$ cat config.mk
export PLATFORM = sky130hd
export DESIGN_NAME = adaptor_id_target
export DESIGN_NICKNAME = d
export VERILOG_FILES = /design/src/rtl/aid_pkg.sv /design/src/rtl/aid_line_filter.sv /design/src/rtl/aid_bus_fsm.sv /design/src/rtl/aid_reg_space.sv /design/src/rtl/adaptor_id_target.sv
export SDC_FILE = /design/constraint.sdc
export NUM_CORES = 1
export LEC_CHECK = 0
export CORE_MARGIN = 2
export CORE_UTILIZATION = 40
export DETAILED_ROUTE_END_ITERATION = 7
export PLACE_DENSITY = 0.64
export REMOVE_ABC_BUFFERS = 1
export SYNTH_ARGS = -nofsm -noshare
export SYNTH_HDL_FRONTEND = slang
export SYNTH_HIERARCHICAL = 1
export SYNTH_SLANG_ARGS = --single-unit
$ cat constraint.sdc
create_clock -name clk_i -period 7.5 [get_ports clk_i]
set_input_delay 2.25 -clock clk_i [delete_from_list [all_inputs] [get_ports clk_i]]
set_output_delay 2.25 -clock clk_i [all_outputs]
set_load 0.01 [all_outputs]
$ cat src/rtl/aid_pkg.sv
package aid_pkg;
  typedef enum logic [2:0] {
    ST_IDLE, ST_ADDR, ST_AACK, ST_WDATA, ST_WACK, ST_RDATA, ST_RACK
  } bus_state_e;

  localparam logic [7:0] SPEED_DEFAULT = 8'h08;

  function automatic logic speed_legal(input logic [7:0] v);
    return (v[7:5] == 3'b000) && ($countones(v) == 1);
  endfunction
endpackage

$ cat src/rtl/aid_line_filter.sv
module aid_line_filter #(
  parameter int FILT_LEN = 3
) (
  input  logic clk_i,
  input  logic rst_ni,
  input  logic line_i,
  output logic line_o
);
  localparam int CW = $clog2(FILT_LEN + 1);

  logic [1:0]    sync_q;
  logic [CW-1:0] cnt_q;

  always_ff @(posedge clk_i or negedge rst_ni) begin
    if (!rst_ni) begin
      sync_q <= 2'b11;
      cnt_q  <= '0;
      line_o <= 1'b1;
    end else begin
      sync_q <= {sync_q[0], line_i};
      if (sync_q[1] != line_o) begin
        if (cnt_q == CW'(FILT_LEN - 1)) begin
          line_o <= sync_q[1];
          cnt_q  <= '0;
        end else begin
          cnt_q <= cnt_q + 1'b1;
        end
      end else begin
        cnt_q <= '0;
      end
    end
  end
endmodule

$ cat src/rtl/aid_bus_fsm.sv
module aid_bus_fsm
  import aid_pkg::*;
#(
  parameter logic [6:0] TGT_ADDR = 7'h40
) (
  input  logic       clk_i,
  input  logic       rst_ni,
  input  logic       scl_i,
  input  logic       sda_i,
  input  logic       sel_ni,
  input  logic [7:0] rd_data_i,
  output logic [7:0] ptr_o,
  output logic       wr_en_o,
  output logic [7:0] wr_addr_o,
  output logic [7:0] wr_data_o,
  output logic       sda_low_o
);
  bus_state_e state_q;
  logic       scl_q, sda_q;
  logic [3:0] cnt_q;
  logic [7:0] sh_q, tx_q;
  logic       rw_q, first_q, nack_q;

  logic scl_rise, scl_fall, start_det, stop_det;
  assign scl_rise  =  scl_i & ~scl_q;
  assign scl_fall  = ~scl_i &  scl_q;
  assign start_det =  scl_i &  scl_q & sda_q & ~sda_i;
  assign stop_det  =  scl_i &  scl_q & ~sda_q & sda_i;

  always_ff @(posedge clk_i or negedge rst_ni) begin
    if (!rst_ni) begin
      state_q   <= ST_IDLE;
      scl_q     <= 1'b1;
      sda_q     <= 1'b1;
      cnt_q     <= '0;
      sh_q      <= '0;
      tx_q      <= '0;
      rw_q      <= 1'b0;
      first_q   <= 1'b0;
      nack_q    <= 1'b0;
      ptr_o     <= '0;
      wr_en_o   <= 1'b0;
      wr_addr_o <= '0;
      wr_data_o <= '0;
      sda_low_o <= 1'b0;
    end else begin
      scl_q   <= scl_i;
      sda_q   <= sda_i;
      wr_en_o <= 1'b0;
      if (start_det) begin
        state_q   <= ST_ADDR;
        cnt_q     <= '0;
        first_q   <= 1'b1;
        sda_low_o <= 1'b0;
      end else if (stop_det) begin
        state_q   <= ST_IDLE;
        sda_low_o <= 1'b0;
      end else begin
        unique case (state_q)
          ST_IDLE: ;
          ST_ADDR: begin
            if (scl_rise) begin
              sh_q  <= {sh_q[6:0], sda_i};
              cnt_q <= cnt_q + 1'b1;
            end else if (scl_fall && cnt_q == 4'd8) begin
              if (sh_q[7:1] == TGT_ADDR && !sel_ni) begin
                sda_low_o <= 1'b1;
                rw_q      <= sh_q[0];
                state_q   <= ST_AACK;
              end else begin
                state_q <= ST_IDLE;
              end
            end
          end
          ST_AACK: if (scl_fall) begin
            cnt_q <= '0;
            if (rw_q) begin
              tx_q      <= rd_data_i;
              sda_low_o <= ~rd_data_i[7];
              state_q   <= ST_RDATA;
            end else begin
              sda_low_o <= 1'b0;
              state_q   <= ST_WDATA;
            end
          end
          ST_WDATA: begin
            if (scl_rise) begin
              sh_q  <= {sh_q[6:0], sda_i};
              cnt_q <= cnt_q + 1'b1;
            end else if (scl_fall && cnt_q == 4'd8) begin
              sda_low_o <= 1'b1;
              state_q   <= ST_WACK;
              if (first_q) begin
                ptr_o   <= sh_q;
                first_q <= 1'b0;
              end else begin
                wr_en_o   <= 1'b1;
                wr_addr_o <= ptr_o;
                wr_data_o <= sh_q;
                ptr_o     <= ptr_o + 8'd1;
              end
            end
          end
          ST_WACK: if (scl_fall) begin
            sda_low_o <= 1'b0;
            cnt_q     <= '0;
            state_q   <= ST_WDATA;
          end
          ST_RDATA: begin
            if (scl_rise) begin
              cnt_q <= cnt_q + 1'b1;
            end else if (scl_fall) begin
              if (cnt_q == 4'd8) begin
                sda_low_o <= 1'b0;
                ptr_o     <= ptr_o + 8'd1;
                state_q   <= ST_RACK;
              end else if (cnt_q != 4'd0) begin
                tx_q      <= {tx_q[6:0], 1'b0};
                sda_low_o <= ~tx_q[6];
              end
            end
          end
          ST_RACK: begin
            if (scl_rise) begin
              nack_q <= sda_i;
            end else if (scl_fall) begin
              if (nack_q) begin
                state_q <= ST_IDLE;
              end else begin
                tx_q      <= rd_data_i;
                sda_low_o <= ~rd_data_i[7];
                cnt_q     <= '0;
                state_q   <= ST_RDATA;
              end
            end
          end
          default: state_q <= ST_IDLE;
        endcase
      end
    end
  end

  // START restarts address phase, STOP idles
  a_r11_start_restarts: assert property (@(posedge clk_i) disable iff (!rst_ni)
    start_det |=> state_q == ST_ADDR);
  a_r11_stop_idles: assert property (@(posedge clk_i) disable iff (!rst_ni)
    stop_det |=> (state_q == ST_IDLE && !sda_low_o));
  // no acknowledge while deselected
  a_r1_no_ack_deselected: assert property (@(posedge clk_i) disable iff (!rst_ni)
    (state_q == ST_ADDR && scl_fall && cnt_q == 4'd8 && sel_ni && !start_det && !stop_det)
      |=> !sda_low_o);
  // pointer steps by one after each byte read
  a_r10_ptr_step: assert property (@(posedge clk_i) disable iff (!rst_ni)
    (state_q == ST_RDATA && scl_fall && cnt_q == 4'd8) |=> ptr_o == $past(ptr_o) + 8'd1);
  // idle never drives the line
  a_r11_idle_released: assert property (@(posedge clk_i) disable iff (!rst_ni)
    (state_q == ST_IDLE) |-> !sda_low_o);
endmodule

$ cat src/rtl/aid_reg_space.sv
module aid_reg_space
  import aid_pkg::*;
#(
  parameter logic [47:0] DEV_ID = 48'h41_49_44_30_31_00
) (
  input  logic       clk_i,
  input  logic       rst_ni,
  input  logic [7:0] rd_addr_i,
  input  logic       wr_en_i,
  input  logic [7:0] wr_addr_i,
  input  logic [7:0] wr_data_i,
  input  logic       hdmi_mode_i,
  input  logic       rate_sel_i,
  output logic [7:0] rd_data_o,
  output logic       tmds_dis_o,
  output logic       cec_en_o,
  output logic [7:0] speed_code_o
);
  localparam int          TXT_LEN = 15;
  localparam logic [8*TXT_LEN-1:0] ID_TEXT = "DP-HDMI ADAPTOR";
  localparam int          DEV_LEN = 6;

  logic [7:0] scratch_q;

  always_ff @(posedge clk_i or negedge rst_ni) begin
    if (!rst_ni) begin
      scratch_q    <= '0;
      tmds_dis_o   <= 1'b0;
      cec_en_o     <= 1'b0;
      speed_code_o <= SPEED_DEFAULT;
    end else if (wr_en_i) begin
      unique case (wr_addr_i)
        8'h1F: scratch_q  <= wr_data_i;
        8'h20: tmds_dis_o <= wr_data_i[0];
        8'h21: cec_en_o   <= wr_data_i[0];
        8'h22: speed_code_o <= speed_legal(wr_data_i) ? wr_data_i : SPEED_DEFAULT;
        default: ;
      endcase
    end
  end

  always_comb begin
    int idx;
    idx       = 0;
    rd_data_o = 8'h00;
    if (rd_addr_i < 8'(TXT_LEN)) begin
      idx       = TXT_LEN - 1 - int'(rd_addr_i);
      rd_data_o = hdmi_mode_i ? ID_TEXT[idx*8 +: 8] : 8'h00;
    end else if (rd_addr_i >= 8'h14 && rd_addr_i < 8'(8'h14 + DEV_LEN)) begin
      idx       = DEV_LEN - 1 - int'(rd_addr_i - 8'h14);
      rd_data_o = DEV_ID[idx*8 +: 8];
    end else begin
      unique case (rd_addr_i)
        8'h0F: rd_data_o = hdmi_mode_i ? 8'h04 : 8'h00;
        8'h10: rd_data_o = hdmi_mode_i ? 8'hA0 : 8'h00;
        8'h11: rd_data_o = 8'h08;
        8'h13: rd_data_o = 8'h28;
        8'h1A: rd_data_o = 8'h02;
        8'h1D: rd_data_o = hdmi_mode_i ? 8'hF0 : 8'h42;
        8'h1E: rd_data_o = rate_sel_i ? 8'h1F : 8'h0F;
        8'h1F: rd_data_o = scratch_q;
        8'h20: rd_data_o = {7'b0, tmds_dis_o};
        8'h21: rd_data_o = {7'b0, cec_en_o};
        8'h22: rd_data_o = speed_code_o;
        default: rd_data_o = 8'h00;
      endcase
    end
  end

  // stored speed code is always one of the legal codes
  a_r8_speed_legal: assert property (@(posedge clk_i) disable iff (!rst_ni)
    speed_legal(speed_code_o));
  // an illegal write lands on the default code
  a_r8_illegal_default: assert property (@(posedge clk_i) disable iff (!rst_ni)
    (wr_en_i && wr_addr_i == 8'h22 && !speed_legal(wr_data_i)) |=> speed_code_o == SPEED_DEFAULT);
  // writes elsewhere leave the writable bytes alone
  a_r9_ro_ignored: assert property (@(posedge clk_i) disable iff (!rst_ni)
    (wr_en_i && (wr_addr_i < 8'h1F || wr_addr_i > 8'h22)) |=>
      $stable(scratch_q) && $stable(speed_code_o) && $stable(tmds_dis_o) && $stable(cec_en_o));
endmodule

$ cat src/rtl/adaptor_id_target.sv
module adaptor_id_target #(
  parameter logic [6:0]  TGT_ADDR = 7'h40,
  parameter logic [47:0] DEV_ID   = 48'h41_49_44_30_31_00,
  parameter int          FILT_LEN = 3
) (
  input  logic       clk_i,
  input  logic       rst_ni,
  input  logic       scl_i,
  input  logic       sda_i,
  output logic       sda_low_o,
  input  logic       sel_ni,
  input  logic       hdmi_mode_i,
  input  logic       rate_sel_i,
  output logic       tmds_dis_o,
  output logic       cec_en_o,
  output logic [7:0] speed_code_o
);
  localparam int NLINES = 2;

  logic [NLINES-1:0] raw, filt;
  assign raw = {sda_i, scl_i};

  for (genvar g = 0; g < NLINES; g++) begin : g_filt
    aid_line_filter #(.FILT_LEN(FILT_LEN)) u_filt (
      .clk_i (clk_i),
      .rst_ni(rst_ni),
      .line_i(raw[g]),
      .line_o(filt[g])
    );
  end

  logic [7:0] ptr, rd_data, wr_addr, wr_data;
  logic       wr_en;

  aid_bus_fsm #(.TGT_ADDR(TGT_ADDR)) u_fsm (
    .clk_i    (clk_i),
    .rst_ni   (rst_ni),
    .scl_i    (filt[0]),
    .sda_i    (filt[1]),
    .sel_ni   (sel_ni),
    .rd_data_i(rd_data),
    .ptr_o    (ptr),
    .wr_en_o  (wr_en),
    .wr_addr_o(wr_addr),
    .wr_data_o(wr_data),
    .sda_low_o(sda_low_o)
  );

  aid_reg_space #(.DEV_ID(DEV_ID)) u_regs (
    .clk_i       (clk_i),
    .rst_ni      (rst_ni),
    .rd_addr_i   (ptr),
    .wr_en_i     (wr_en),
    .wr_addr_i   (wr_addr),
    .wr_data_i   (wr_data),
    .hdmi_mode_i (hdmi_mode_i),
    .rate_sel_i  (rate_sel_i),
    .rd_data_o   (rd_data),
    .tmds_dis_o  (tmds_dis_o),
    .cec_en_o    (cec_en_o),
    .speed_code_o(speed_code_o)
  );
endmodule

* Word level (Yosys, flattened, before mapping)
Cells that the tools add are included.
** Cells by class
- Add/sub/neg operators :: 14
- $lt $le $gt $ge :: 3
- Equal/unequal tests :: 62
- Shift operators :: 2
- Muxes and demuxes :: 84
- Bitwise operators :: 17
- Reduce and logical (&&, ||, !) cells :: 33
** Operators with widths (count)
- 120-bit by 32-bit variable part select with 8-bit output (first input constant) :: 1
- 32-bit adder :: 3
- 8-bit 2-to-1 mux :: 12
- 8-bit case mux with 11 select lines :: 1
- 8-bit by 5-bit equality test with 1-bit output (second input constant) :: 8
- 7-bit 2-to-1 mux :: 9
- 8-bit by 6-bit equality test with 1-bit output (second input constant) :: 6
- 3-bit 2-to-1 mux :: 16
- 48-bit by 32-bit variable part select with 8-bit output (first input constant) :: 1
- 32-bit by 2-bit equality test with 1-bit output (second input constant) :: 1
- 4-bit by 1-bit inequality test with 1-bit output (second input constant) :: 8
- 4-bit by 29-bit subtractor with 29-bit output (first input constant) :: 1
- 1-bit 2-to-1 mux :: 28
- 4-bit 2-to-1 mux :: 7
- 12-bit AND reduction :: 2
- 3-bit case mux with 7 select lines :: 1
- 7-bit case mux with 3 select lines :: 1
- 4-bit inequality test (second input constant) :: 5
- 2-bit by 1-bit inequality test with 1-bit output (second input constant) :: 8
- 8-bit case mux with 2 select lines :: 1
- 14-bit AND reduction :: 1
- 2-bit inequality test (second input constant) :: 6
- 3-bit by 1-bit inequality test with 1-bit output (second input constant) :: 4
- 4-bit case mux with 3 select lines :: 1
- other kinds (38) :: 83
** Storage, ports and cells
- Register bits :: 81
- Input bits :: 7
- Output and inout bits :: 11
- Logic and storage cells :: 239

* Depth between registers and ports, before layout
Gate-level depths: netlist of the first run.
- Depth in word-level cells :: 12
- Gate-level depth with buffers :: 13
- Depth with buffers taken out :: 13

* Modules after synthesis
Netlist of the first run, hierarchy kept.
** By module, submodules not included
- aid_bus_fsm :: instances 1, cells each 260, area each 2736.4 sq um, sequential area each 1328.8 sq um
- aid_reg_space :: instances 1, cells each 223, area each 1891.8 sq um, sequential area each 451.7 sq um
- aid_line_filter :: instances 2, cells each 10, area each 178.9 sq um, sequential area each 128.9 sq um

* Least setup slack after synthesis of the first run
No wires, ideal clock.
- Path type :: input-to-reg
- From :: input port sel_ni
- To :: register u_fsm.rw_q
- Setup time :: 125 ps
- Data arrival time :: 3168 ps
- Required time :: 7375 ps
- Setup slack :: 4207 ps
- Stages :: 4
- Path buffers :: 0
- Path through :: nor4b_1 > nand3_1 > nor3_1 > mux2_2
** On the way
- Word-level cells in the longest chain between the ends :: 3
** Ends and longest elaborated chain
- start, declared :: RTL line adaptor_id_target.sv:11 : input logic sel_ni,
- 1-bit logical NOT :: RTL line aid_bus_fsm.sv:66 : if (sh_q[7:1] == TGT_ADDR && !sel_ni) begin
- 1-bit logical AND :: RTL line aid_bus_fsm.sv:66
- 6-bit AND reduction (no source line)
- end signal, assigned :: RTL line aid_bus_fsm.sv:68 : rw_q <= sh_q[0];
- end, declared :: RTL line aid_bus_fsm.sv:22 : logic rw_q, first_q, nack_q;
Every way passes these cells.
A chain may end at the register's enable or synchronous reset.

* Final worst setup path of the first run
- From :: register u_fsm.wr_data_o[0]
- To :: register u_regs.speed_code_o[1]
** On the way
- Word-level cells in the longest chain between the ends :: 6
** Ends and longest elaborated chain
- start, declared :: RTL line aid_bus_fsm.sv:15 : output logic [7:0] wr_data_o,
- start signal, assigned :: RTL line aid_bus_fsm.sv:99 : wr_data_o <= sh_q;
- 1-bit by 1-bit adder with 2-bit output (not written as such) :: RTL line aid_pkg.sv:9 : return (v[7:5] == 3'b000) && ($countones(v) == 1);
- 32-bit adder (not written as such) (2 in series) :: RTL line aid_pkg.sv:9
- 32-bit by 2-bit equality test with 1-bit output :: RTL line aid_pkg.sv:9
- 1-bit logical AND :: RTL line aid_pkg.sv:9
- 8-bit 2-to-1 mux :: RTL line aid_reg_space.sv:36 : 8'h22: speed_code_o <= speed_legal(wr_data_i) ? wr_data_i : SPEED_DEFAULT;
- end signal, assigned :: RTL line aid_reg_space.sv:36
- end, declared :: RTL line aid_reg_space.sv:17 : output logic [7:0] speed_code_o
Every way passes these cells.

==> impl_metrics.env, run 1 <==
export IMPL_status="finished clean"
export IMPL_r2r_end="u_regs/speed_code_o[1]"
export IMPL_cts_buffers=9
export IMPL_path_clk_slew_ns=0.06
export IMPL_grtUsageTotal_pct=18.3
export IMPL_ys_seq_area_share_pct=40.9
export IMPL_r2r_slack_ns=3.65
export IMPL_min_to="g_filt[0].u_filt/sync_q[1]"
export IMPL_clk_latency_ns=0.34
export IMPL_routed_wl_um=11100
export IMPL_design_area_mm2=0.00552
export IMPL_postPlaceCellArea_mm2=0.00525
export IMPL_io_pins=18
export IMPL_critPathMaxFanout=6
export IMPL_drtAntennaViolNets=0
export IMPL_leakage_nw=2.36
export IMPL_async_flop_share_pct=100
export IMPL_route_detailed_drc=0
export IMPL_cp_end_kind="flip-flop"
export IMPL_whs_ns=0.356
export IMPL_gp_congestion=0.888
export IMPL_fin_util_pct=45.6
export IMPL_worst_slack_ns=3.65
export IMPL_port_buffers=17
export IMPL_rsz0062_at_grt="no"
export IMPL_fmax_ghz=0.260
export IMPL_cts_root_buf="clkbuf_16"
export IMPL_drive_gt1_share_pct=15.0
export IMPL_yosysTopAreaCell="dfrtp_1"
export IMPL_cp_arrival_ns=4.11
export IMPL_post_cts_resized=0
export IMPL_drt_pass1_iter_count=5
export IMPL_grt_overflow_total=0
export IMPL_antenna_found_initial=0
export IMPL_power_density_mw_per_mm2=220
export IMPL_synth_top_area_share_pct=36.1
export IMPL_fin_setup_tns_ns=0
export IMPL_ys_seq_elements=81
export IMPL_core_area_mm2=0.0121
export IMPL_yosys_top_cells_area="dfrtp_1 36%, mux2_2 6.3%, ha_1 4.8%"
export IMPL_area_growth_pct=10.8
export IMPL_dieArea_mm2=0.0134
export IMPL_vias=3825
export IMPL_min_from="g_filt[0].u_filt/sync_q[0]"
export IMPL_cts_hold_buf=0
export IMPL_required_ns=7.77
export IMPL_drv_slew=0
export IMPL_synth_avg_cell_area_um2=9.91
export IMPL_place_ws_ns=3.48
export IMPL_viasPerCell=5.60
export IMPL_crit_type="reg2reg"
export IMPL_synthFlopType="dfrtp_1"
export IMPL_timing_rr_start="u_fsm/wr_data_o[0]"
export IMPL_grt_pass1_wl_um=19000
export IMPL_hold_depth=0
export IMPL_cap_violations=0
export IMPL_synth_edf_count=0
export IMPL_fin_crit_sh_pct=51.3
export IMPL_wire_per_inst_um=16.2
export IMPL_synth_distinct_cells=78
export IMPL_cts_buffer_depth=2
export IMPL_post_dp_hpwl_um=7790
export IMPL_layout_commonest_cell="dfrtp_1"
export IMPL_hold_path_class="reg2reg"
export IMPL_cts_sinks=81
export IMPL_n_antenna_cell=0
export IMPL_hold_violations=0
export IMPL_cts_htree_levels=3
export IMPL_synth_warnings=6
export IMPL_nets=540
export IMPL_die_w_um=116
export IMPL_grt_max_degree=82
export IMPL_grt_pass1_vias=3651
export IMPL_clock_skew_ns=0.00715
export IMPL_die_h_um=116
export IMPL_syn_inst=503
export IMPL_r2r_cells=12
export IMPL_post_route_min_period_ns=3.85
export IMPL_crit_path_start_kind="flip-flop"
export IMPL_initial_core_util_pct=41.2
export IMPL_worst_pin_slew_ns=1.02
export IMPL_post_cts_buffers=0
export IMPL_cts_tree="yes"
export IMPL_ir_drop_uv=142
export IMPL_fp_row_count=40
export IMPL_synth_area_mm2=0.00499
export IMPL_relSlewSlack_pct=32.1
export IMPL_setup_viol=0
export IMPL_layout_common_cells="72 x dfrtp_1, 45 x a21oi_1, 31 x nor2_1"
export IMPL_dr_first_iter_drc_count=434
[through the flow]
step	instances	total power, mW
finish	683	1.22
global route	683	1.30
CTS	683	1.23
detailed placement	667	0.820
global placement	667	0.808
floorplan	482	0.743
[Yosys cell counts (7+ instances only)]
cell type	instances
ha_1	19
mux2_2	28
nand4_1	7
nand2b_1	10
nand3_1	22
inv_1	28
mux2i_1	8
nor2b_1	11
dfstp_2	9
dfrtp_1	72
o21ai_0	30
mux2_1	11
nor2_1	31
buf_2	11
a21oi_1	45
nor3_1	9
nand2_1	28
[metal layers]
layer / up-vias / global-route usage (%) / part of all wire, %
li1: 1835 / - / -
met1: 1881 / 26.5 / 48
met2: 93 / 26.7 / 45
met3: 16 / 3.29 / 4.5
met4: 0 / 8.02 / 2.0
met5: - / 0 / 0
[kinds of logic after synthesis]
| family | count (synthesis) | synth area share (%) |
|---|---|---|
| buf+inv | 50 | 4.44 |
| mux | 49 | 11.0 |
| xor+xnor | 11 | 2.36 |
| compound gates | 128 | 17.0 |
| simple gates | 161 | 17.9 |
| flops | 81 | 40.9 |
| fa+ha+maj | 23 | 6.37 |
[worst max path at each step]
stage,startpoint,end,slack [ns],cells past startpoint
5_1_grt,u_fsm/wr_data_o[0],u_regs/speed_code_o[0],3.40,12
4_1_cts,u_fsm/wr_data_o[0],u_regs/speed_code_o[1],3.66,12
3_5_place_dp,hdmi_mode_i,u_fsm/tx_q[1],3.48,7
3_3_place_gp,hdmi_mode_i,u_fsm/tx_q[1],3.51,7
2_1_floorplan,sel_ni,u_fsm/rw_q,4.21,4
6_report,u_fsm/wr_data_o[0],u_regs/speed_code_o[1],3.65,12
[registers in the layout, summed over array words and instances (netlist names), 7 cells and up]
name	cells
u_fsm/ptr_o	8
u_fsm/sh_q	8
u_fsm/tx_q	7
u_fsm/wr_addr_o	8
u_fsm/wr_data_o	8
u_regs/scratch_q	8
u_regs/speed_code_o	8
[power breakdown]
part	switching, mW	total [mW]	internal, mW
Combinational	0.119	0.234	0.114
Sequential	0.0782	0.575	0.497
Clock	0.176	0.408	0.232
[critical path, stage by stage (launching register included)]
cell,delay (ns)
dfrtp_1,0.47
inv_1,0.10
fa_1,0.57
fa_1,0.44
fa_1,0.44
inv_1,0.07
ha_1,0.16
inv_1,0.06
fa_1,0.47
nand4_1,0.09
nor3_1,0.64
nand3_1,0.16
o21ai_0,0.11
[final cells by class]
type	count	area, um2
Clock buffer	11	243
Clock inverter	5	28.8
Fill cell	1171	6590
Inverter	29	109
Multi-Input combinational cell	372	2730
Sequential cell	81	2040
Tap cell	168	210
Timing Repair Buffer	17	168
Note: power is estimated with default switching activity, not from simulation.
==> inputs of run 2 (changes only) <==
--- a/config.mk
+++ b/config.mk
@@ -8,7 +8,7 @@
 export CORE_MARGIN = 2
 export CORE_UTILIZATION = 40
 export DETAILED_ROUTE_END_ITERATION = 7
-export PLACE_DENSITY = 0.64
+export PLACE_DENSITY = 0.66
 export REMOVE_ABC_BUFFERS = 1
 export SYNTH_ARGS = -nofsm -noshare
 export SYNTH_HDL_FRONTEND = slang
==> constraint.sdc (replaced) <==
create_clock -name clk_i -period 3.3 [get_ports clk_i]
set_input_delay 0.99 -clock clk_i [delete_from_list [all_inputs] [get_ports clk_i]]
set_output_delay 0.99 -clock clk_i [all_outputs]
set_load 0.01 [all_outputs]
==> run 2 against run 1 <==
Net effect: the run now ends with negative setup slack left; sequential power grew 130%; setup slack lost 3.7 ns; critical endpoint is now u_regs/speed_code_o[4]; worst hold slack is essentially flat; wire length grew 1.9%; utilization grew 1.1 points; maximum frequency grew 16%; first-iteration DRC count shrank 24%; clock-buffer cell count grew 1; die area is the same; clock skew grew 0.00083 ns; highest routed layer unchanged; largest power group unchanged; cell area grew 2.5%.
==> impl_metrics.env, run 2 (same netlist as run 1, synthesis figures left out) <==
export IMPL_status="finished, violations left"
export IMPL_violations="negative setup slack"
export IMPL_r2r_slack_ns=-0.03
export IMPL_drt_pass1_iter_count=6
export IMPL_min_from="g_filt[0].u_filt/sync_q[0]"
export IMPL_fin_crit_sh_pct=101
export IMPL_io_pins=18
export IMPL_postPlaceCellArea_mm2=0.00532
export IMPL_die_h_um=116
export IMPL_p_total_mw=2.91
export IMPL_power_density_mw_per_mm2=514
export IMPL_layout_commonest_cell="dfrtp_1"
export IMPL_vias=3850
export IMPL_cp_arrival_ns=3.59
export IMPL_path_clk_slew_ns=0.06
export IMPL_gp_congestion=0.874
export IMPL_die_w_um=116
export IMPL_timing_rr_start="u_fsm/wr_data_o[3]"
export IMPL_ir_drop_uv=530
export IMPL_route_detailed_drc=0
export IMPL_whs_ns=0.356
export IMPL_area_growth_pct=13.6
export IMPL_n_antenna_cell=0
export IMPL_r2r_end="u_regs/speed_code_o[4]"
export IMPL_fin_util_pct=46.7
export IMPL_nets=551
export IMPL_post_dp_hpwl_um=8020
export IMPL_post_route_min_period_ns=3.33
export IMPL_cts_buffer_depth=2
export IMPL_design_area_mm2=0.00566
export IMPL_worst_pin_slew_ns=0.992
export IMPL_wire_per_inst_um=16.3
export IMPL_fmax_ghz=0.301
export IMPL_rsz0062_at_grt="yes"
export IMPL_drive_gt1_share_pct=17.3
export IMPL_dr_first_iter_drc_count=331
export IMPL_min_to="g_filt[0].u_filt/sync_q[1]"
export IMPL_grt_pass1_vias=3784
export IMPL_routed_wl_um=11300
export IMPL_core_area_mm2=0.0121
export IMPL_fp_row_count=40
export IMPL_cts_buffers=9
export IMPL_r2r_cells=13
export IMPL_place_ws_ns=-0.0593
export IMPL_initial_core_util_pct=41.2
export IMPL_cts_sinks=81
export IMPL_hold_path_class="reg2reg"
export IMPL_grt_pass1_wl_um=19100
export IMPL_relSlewSlack_pct=33.9
export IMPL_worst_slack_ns=-0.0250
export IMPL_hold_violations=0
export IMPL_crit_type="reg2reg"
export IMPL_layout_common_cells="72 x dfrtp_1, 45 x a21oi_1, 31 x nor2_1"
export IMPL_clock_skew_ns=0.00798
export IMPL_antenna_found_initial=0
export IMPL_cts_root_buf="clkbuf_16"
export IMPL_grt_max_degree=82
export IMPL_required_ns=3.56
export IMPL_dieArea_mm2=0.0134
export IMPL_crit_path_start_kind="flip-flop"
export IMPL_n_fill_cell=1137
export IMPL_critPathMaxFanout=5
export IMPL_cts_tree="yes"
export IMPL_port_buffers=17
export IMPL_cap_violations=0
export IMPL_grt_overflow_total=0
export IMPL_leakage_nw=2.43
export IMPL_cts_htree_levels=3
export IMPL_setup_viol=4
export IMPL_clk_latency_ns=0.34
export IMPL_grtUsageTotal_pct=18.4
export IMPL_drv_slew=0
export IMPL_cp_end_kind="flip-flop"
export IMPL_viasPerCell=5.55
export IMPL_drtAntennaViolNets=0
export IMPL_hold_depth=0
-- run 2: final cells by class --
type                    instances  area, um2  share of cell area [%]
multi-input cells             372       2730                    48.2
repair buffers                 28        250                    4.42
clock buffers                  12        246                    4.35
flip-flops and latches         81       2040                    36.0
well taps                     168        210                    3.71
clock inverters                 4       76.3                    1.35
inverters                      29        109                    1.92
-- run 2: repair_timing --
| action | CTS | global route |
|---|---|---|
| gates resized for setup | 3 | 3 |
| hold buffers | 0 | 0 |
| setup buffers | 1 | 1 |
| endpoints found under the setup margin | 4 | 5 |
| pin swaps | 2 | 1 |
-- run 2: power by group --
part / switching, mW / internal [mW]
sequential: 0.181 / 1.13
combinational: 0.275 / 0.259
clock: 0.382 / 0.685
total: 0.838 / 2.07
-- run 2: worst max-delay path by stage --
stage	start	end	cells after the start
3_3_place_gp	u_fsm/wr_data_o[3]	u_regs/speed_code_o[2]	13
3_5_place_dp	u_fsm/wr_data_o[3]	u_regs/speed_code_o[4]	13
2_1_floorplan	u_fsm/wr_data_o[0]	u_regs/speed_code_o[0]	12
4_1_cts	u_fsm/wr_data_o[3]	u_regs/speed_code_o[2]	14
5_1_grt	u_fsm/wr_data_o[3]	u_regs/speed_code_o[4]	13
6_report	u_fsm/wr_data_o[3]	u_regs/speed_code_o[4]	13
-- run 2: metrics by stage --
stage / instances / setup TNS (ns)
2_1_floorplan: 482 / 0
4_1_cts: 693 / -0.0597
3_5_place_dp: 676 / -0.178
5_1_grt: 694 / -0.688
6_report: 694 / -0.0655
3_3_place_gp: 676 / 0
-- run 2: worst max-delay path: stages (launching register included) --
cell	delay, ns
dfrtp_1	0.40
inv_2	0.08
fa_1	0.45
fa_1	0.52
fa_1	0.42
inv_1	0.07
ha_2	0.18
inv_2	0.04
fa_2	0.52
nand4_1	0.10
nor3_1	0.14
buf_4	0.16
nand3_1	0.07
o21ai_1	0.11
-- run 2: per-layer routing --
metal | wire [um] | global-route usage (%) | share of wire, % | vias up
met3 | 413 | 4.76 | 3.7 | 15
met2 | 5360 | 28.7 | 47 | 97
met1 | 5330 | 25.2 | 47 | 1883
met5 | 0 | 0 | 0 | -
met4 | 206 | 5.79 | 1.8 | 0
li1 | - | - | - | 1855
==> inputs of run 3 (changes only) <==
--- a/config.mk
+++ b/config.mk
@@ -8,7 +8,7 @@
 export CORE_MARGIN = 2
 export CORE_UTILIZATION = 40
 export DETAILED_ROUTE_END_ITERATION = 7
-export PLACE_DENSITY = 0.66
+export PLACE_DENSITY = 0.64
 export REMOVE_ABC_BUFFERS = 1
 export SYNTH_ARGS = -nofsm -noshare
 export SYNTH_HDL_FRONTEND = slang
==> constraint.sdc (replaced) <==
create_clock -name clk_i -period 3.35 [get_ports clk_i]
set_input_delay 1.005 -clock clk_i [delete_from_list [all_inputs] [get_ports clk_i]]
set_output_delay 1.005 -clock clk_i [all_outputs]
set_load 0.01 [all_outputs]
==> run 3 against run 2 <==
Net effect: the flow now finishes without violations; setup slack improved by 0.032 ns; cell area decreased by 0.42%; clock skew decreased by 0.0037 ns; register-to-register slack improved by 0.03 ns; critical path type unchanged; largest cell class unchanged; highest routed layer unchanged.
==> impl_metrics.env, run 3 (same netlist as run 1, synthesis figures left out) <==
export IMPL_dr_first_iter_drc_count=415
export IMPL_cts_hold_buf=0
export IMPL_hold_violations=0
export IMPL_layout_common_cells="72 x dfrtp_1, 45 x a21oi_1, 31 x nor2_1"
export IMPL_n_antenna_cell=0
export IMPL_grt_pass1_vias=3873
export IMPL_viasPerCell=5.58
export IMPL_port_buffers=17
export IMPL_cts_htree_levels=3
export IMPL_p_total_mw=2.73
export IMPL_cts_tree="yes"
export IMPL_cap_violations=0
export IMPL_worst_pin_slew_ns=0.799
export IMPL_leakage_nw=2.42
export IMPL_grt_overflow_total=0
export IMPL_critPathMaxFanout=5
export IMPL_required_ns=3.62
export IMPL_cp_arrival_ns=3.61
export IMPL_antenna_found_initial=0
export IMPL_drt_pass1_iter_count=5
export IMPL_grtUsageTotal_pct=19.0
export IMPL_drtAntennaViolNets=0
export IMPL_dieArea_mm2=0.0134
export IMPL_clock_skew_ns=0.00427
export IMPL_setup_viol=0
export IMPL_ir_drop_uv=386
export IMPL_cts_buffers=9
export IMPL_clk_latency_ns=0.34
export IMPL_vias=3874
export IMPL_core_area_mm2=0.0121
export IMPL_status="finished clean"
export IMPL_wire_per_inst_um=16.5
export IMPL_path_clk_slew_ns=0.06
export IMPL_layout_commonest_cell="dfrtp_1"
export IMPL_fin_crit_sh_pct=99.8
export IMPL_cts_buffer_depth=2
export IMPL_relSlewSlack_pct=46.4
export IMPL_cts_sinks=81
export IMPL_drv_slew=0
export IMPL_power_density_mw_per_mm2=484
export IMPL_io_pins=18
export IMPL_die_h_um=116
export IMPL_area_growth_pct=13.1
export IMPL_crit_type="reg2reg"
export IMPL_drive_gt1_share_pct=18.3
export IMPL_rsz0062_at_grt="yes"
export IMPL_hold_path_class="reg2reg"
export IMPL_grt_pass1_wl_um=19800
export IMPL_grt_max_degree=43
export IMPL_gp_congestion=0.892
export IMPL_crit_path_start_kind="flip-flop"
export IMPL_cts_root_buf="clkbuf_16"
export IMPL_routed_wl_um=11400
export IMPL_post_route_min_period_ns=3.34
export IMPL_fin_util_pct=46.5
export IMPL_die_w_um=116
export IMPL_route_detailed_drc=0
export IMPL_post_dp_hpwl_um=8200
export IMPL_initial_core_util_pct=41.2
export IMPL_fin_setup_tns_ns=0
export IMPL_whs_ns=0.353
export IMPL_nets=551
export IMPL_fmax_ghz=0.299
export IMPL_cp_end_kind="flip-flop"
export IMPL_fp_row_count=40
[run 3: cell count changes in the layout (fill, tap and decap cells not counted), sizes merged]
cell and change:
bufinv -2, clkbuf -2, clkinv +2, clkinvlp +1, inv +1
[run 3: final timing paths]
| check | startpoint | end | slack, ns | depth (start not counted) |
|---|---|---|---|---|
| worst max register to register | u_fsm/wr_data_o[0] | u_regs/speed_code_o[3] | 0.007 | 14 |
| worst min-delay path | g_filt[1].u_filt/sync_q[0] | g_filt[1].u_filt/sync_q[1] | 0.35 | 0 |
| worst max-delay path | u_fsm/wr_data_o[0] | u_regs/speed_code_o[3] | 0.007 | 14 |
| min in group asynchronous | rst_ni | u_fsm/cnt_q[0] | 0.64 | 1 |
| max in group asynchronous | rst_ni | u_regs/speed_code_o[3] | 2.03 | 2 |
| worst min register to register | g_filt[1].u_filt/sync_q[0] | g_filt[1].u_filt/sync_q[1] | 0.35 | 0 |
[run 3: cell type report]
type,count,area [um2]
Fill cell,1180,6470
Clock inverter,6,42.5
Inverter,29,109
Multi-Input combinational cell,372,2740
Clock buffer,10,239
Timing Repair Buffer,28,263
Tap cell,168,210
Sequential cell,81,2040
[run 3: what timing repair did]
item,in CTS,in global routing
endpoints found under the setup margin,1,5
setup buffers,0,1
pin swaps,0,1
resized for setup,1,8
[run 3: worst max-delay path, cell delays in order, from the launching register on]
cell,delay [ns]
dfrtp_1,0.36
inv_2,0.05
fa_1,0.56
fa_1,0.43
fa_1,0.45
inv_1,0.08
ha_2,0.20
inv_2,0.04
fa_2,0.32
nor2b_1,0.13
a31oi_1,0.17
nor3_2,0.06
buf_4,0.15
buf_4,0.13
a31oi_1,0.16
[run 3: metal layers]
| metal | up-vias | track usage (%) | wire length (um) |
|---|---|---|---|
| met5 | - | 0 | 0 |
| li1 | 1848 | - | - |
| met1 | 1916 | 25.7 | 5350 |
| met4 | 0 | 6.90 | 194 |
| met2 | 93 | 30.3 | 5430 |
| met3 | 17 | 3.77 | 455 |
[run 3: stage by stage]
step	setup WS, ns	cells	cell area [um2]
2_1_floorplan	0.0928	482	4870
3_3_place_gp	0.161	677	5340
3_5_place_dp	0.0190	677	5340
4_1_cts	0.00308	693	5620
5_1_grt	-0.167	694	5640
6_report	0.00685	694	5640
[run 3: power by group]
| part | total [mW] | internal [mW] | switching [mW] |
|---|---|---|---|
| clock | 0.916 | 0.522 | 0.393 |
| combinational | 0.526 | 0.257 | 0.269 |
| sequential | 1.29 | 1.11 | 0.176 |
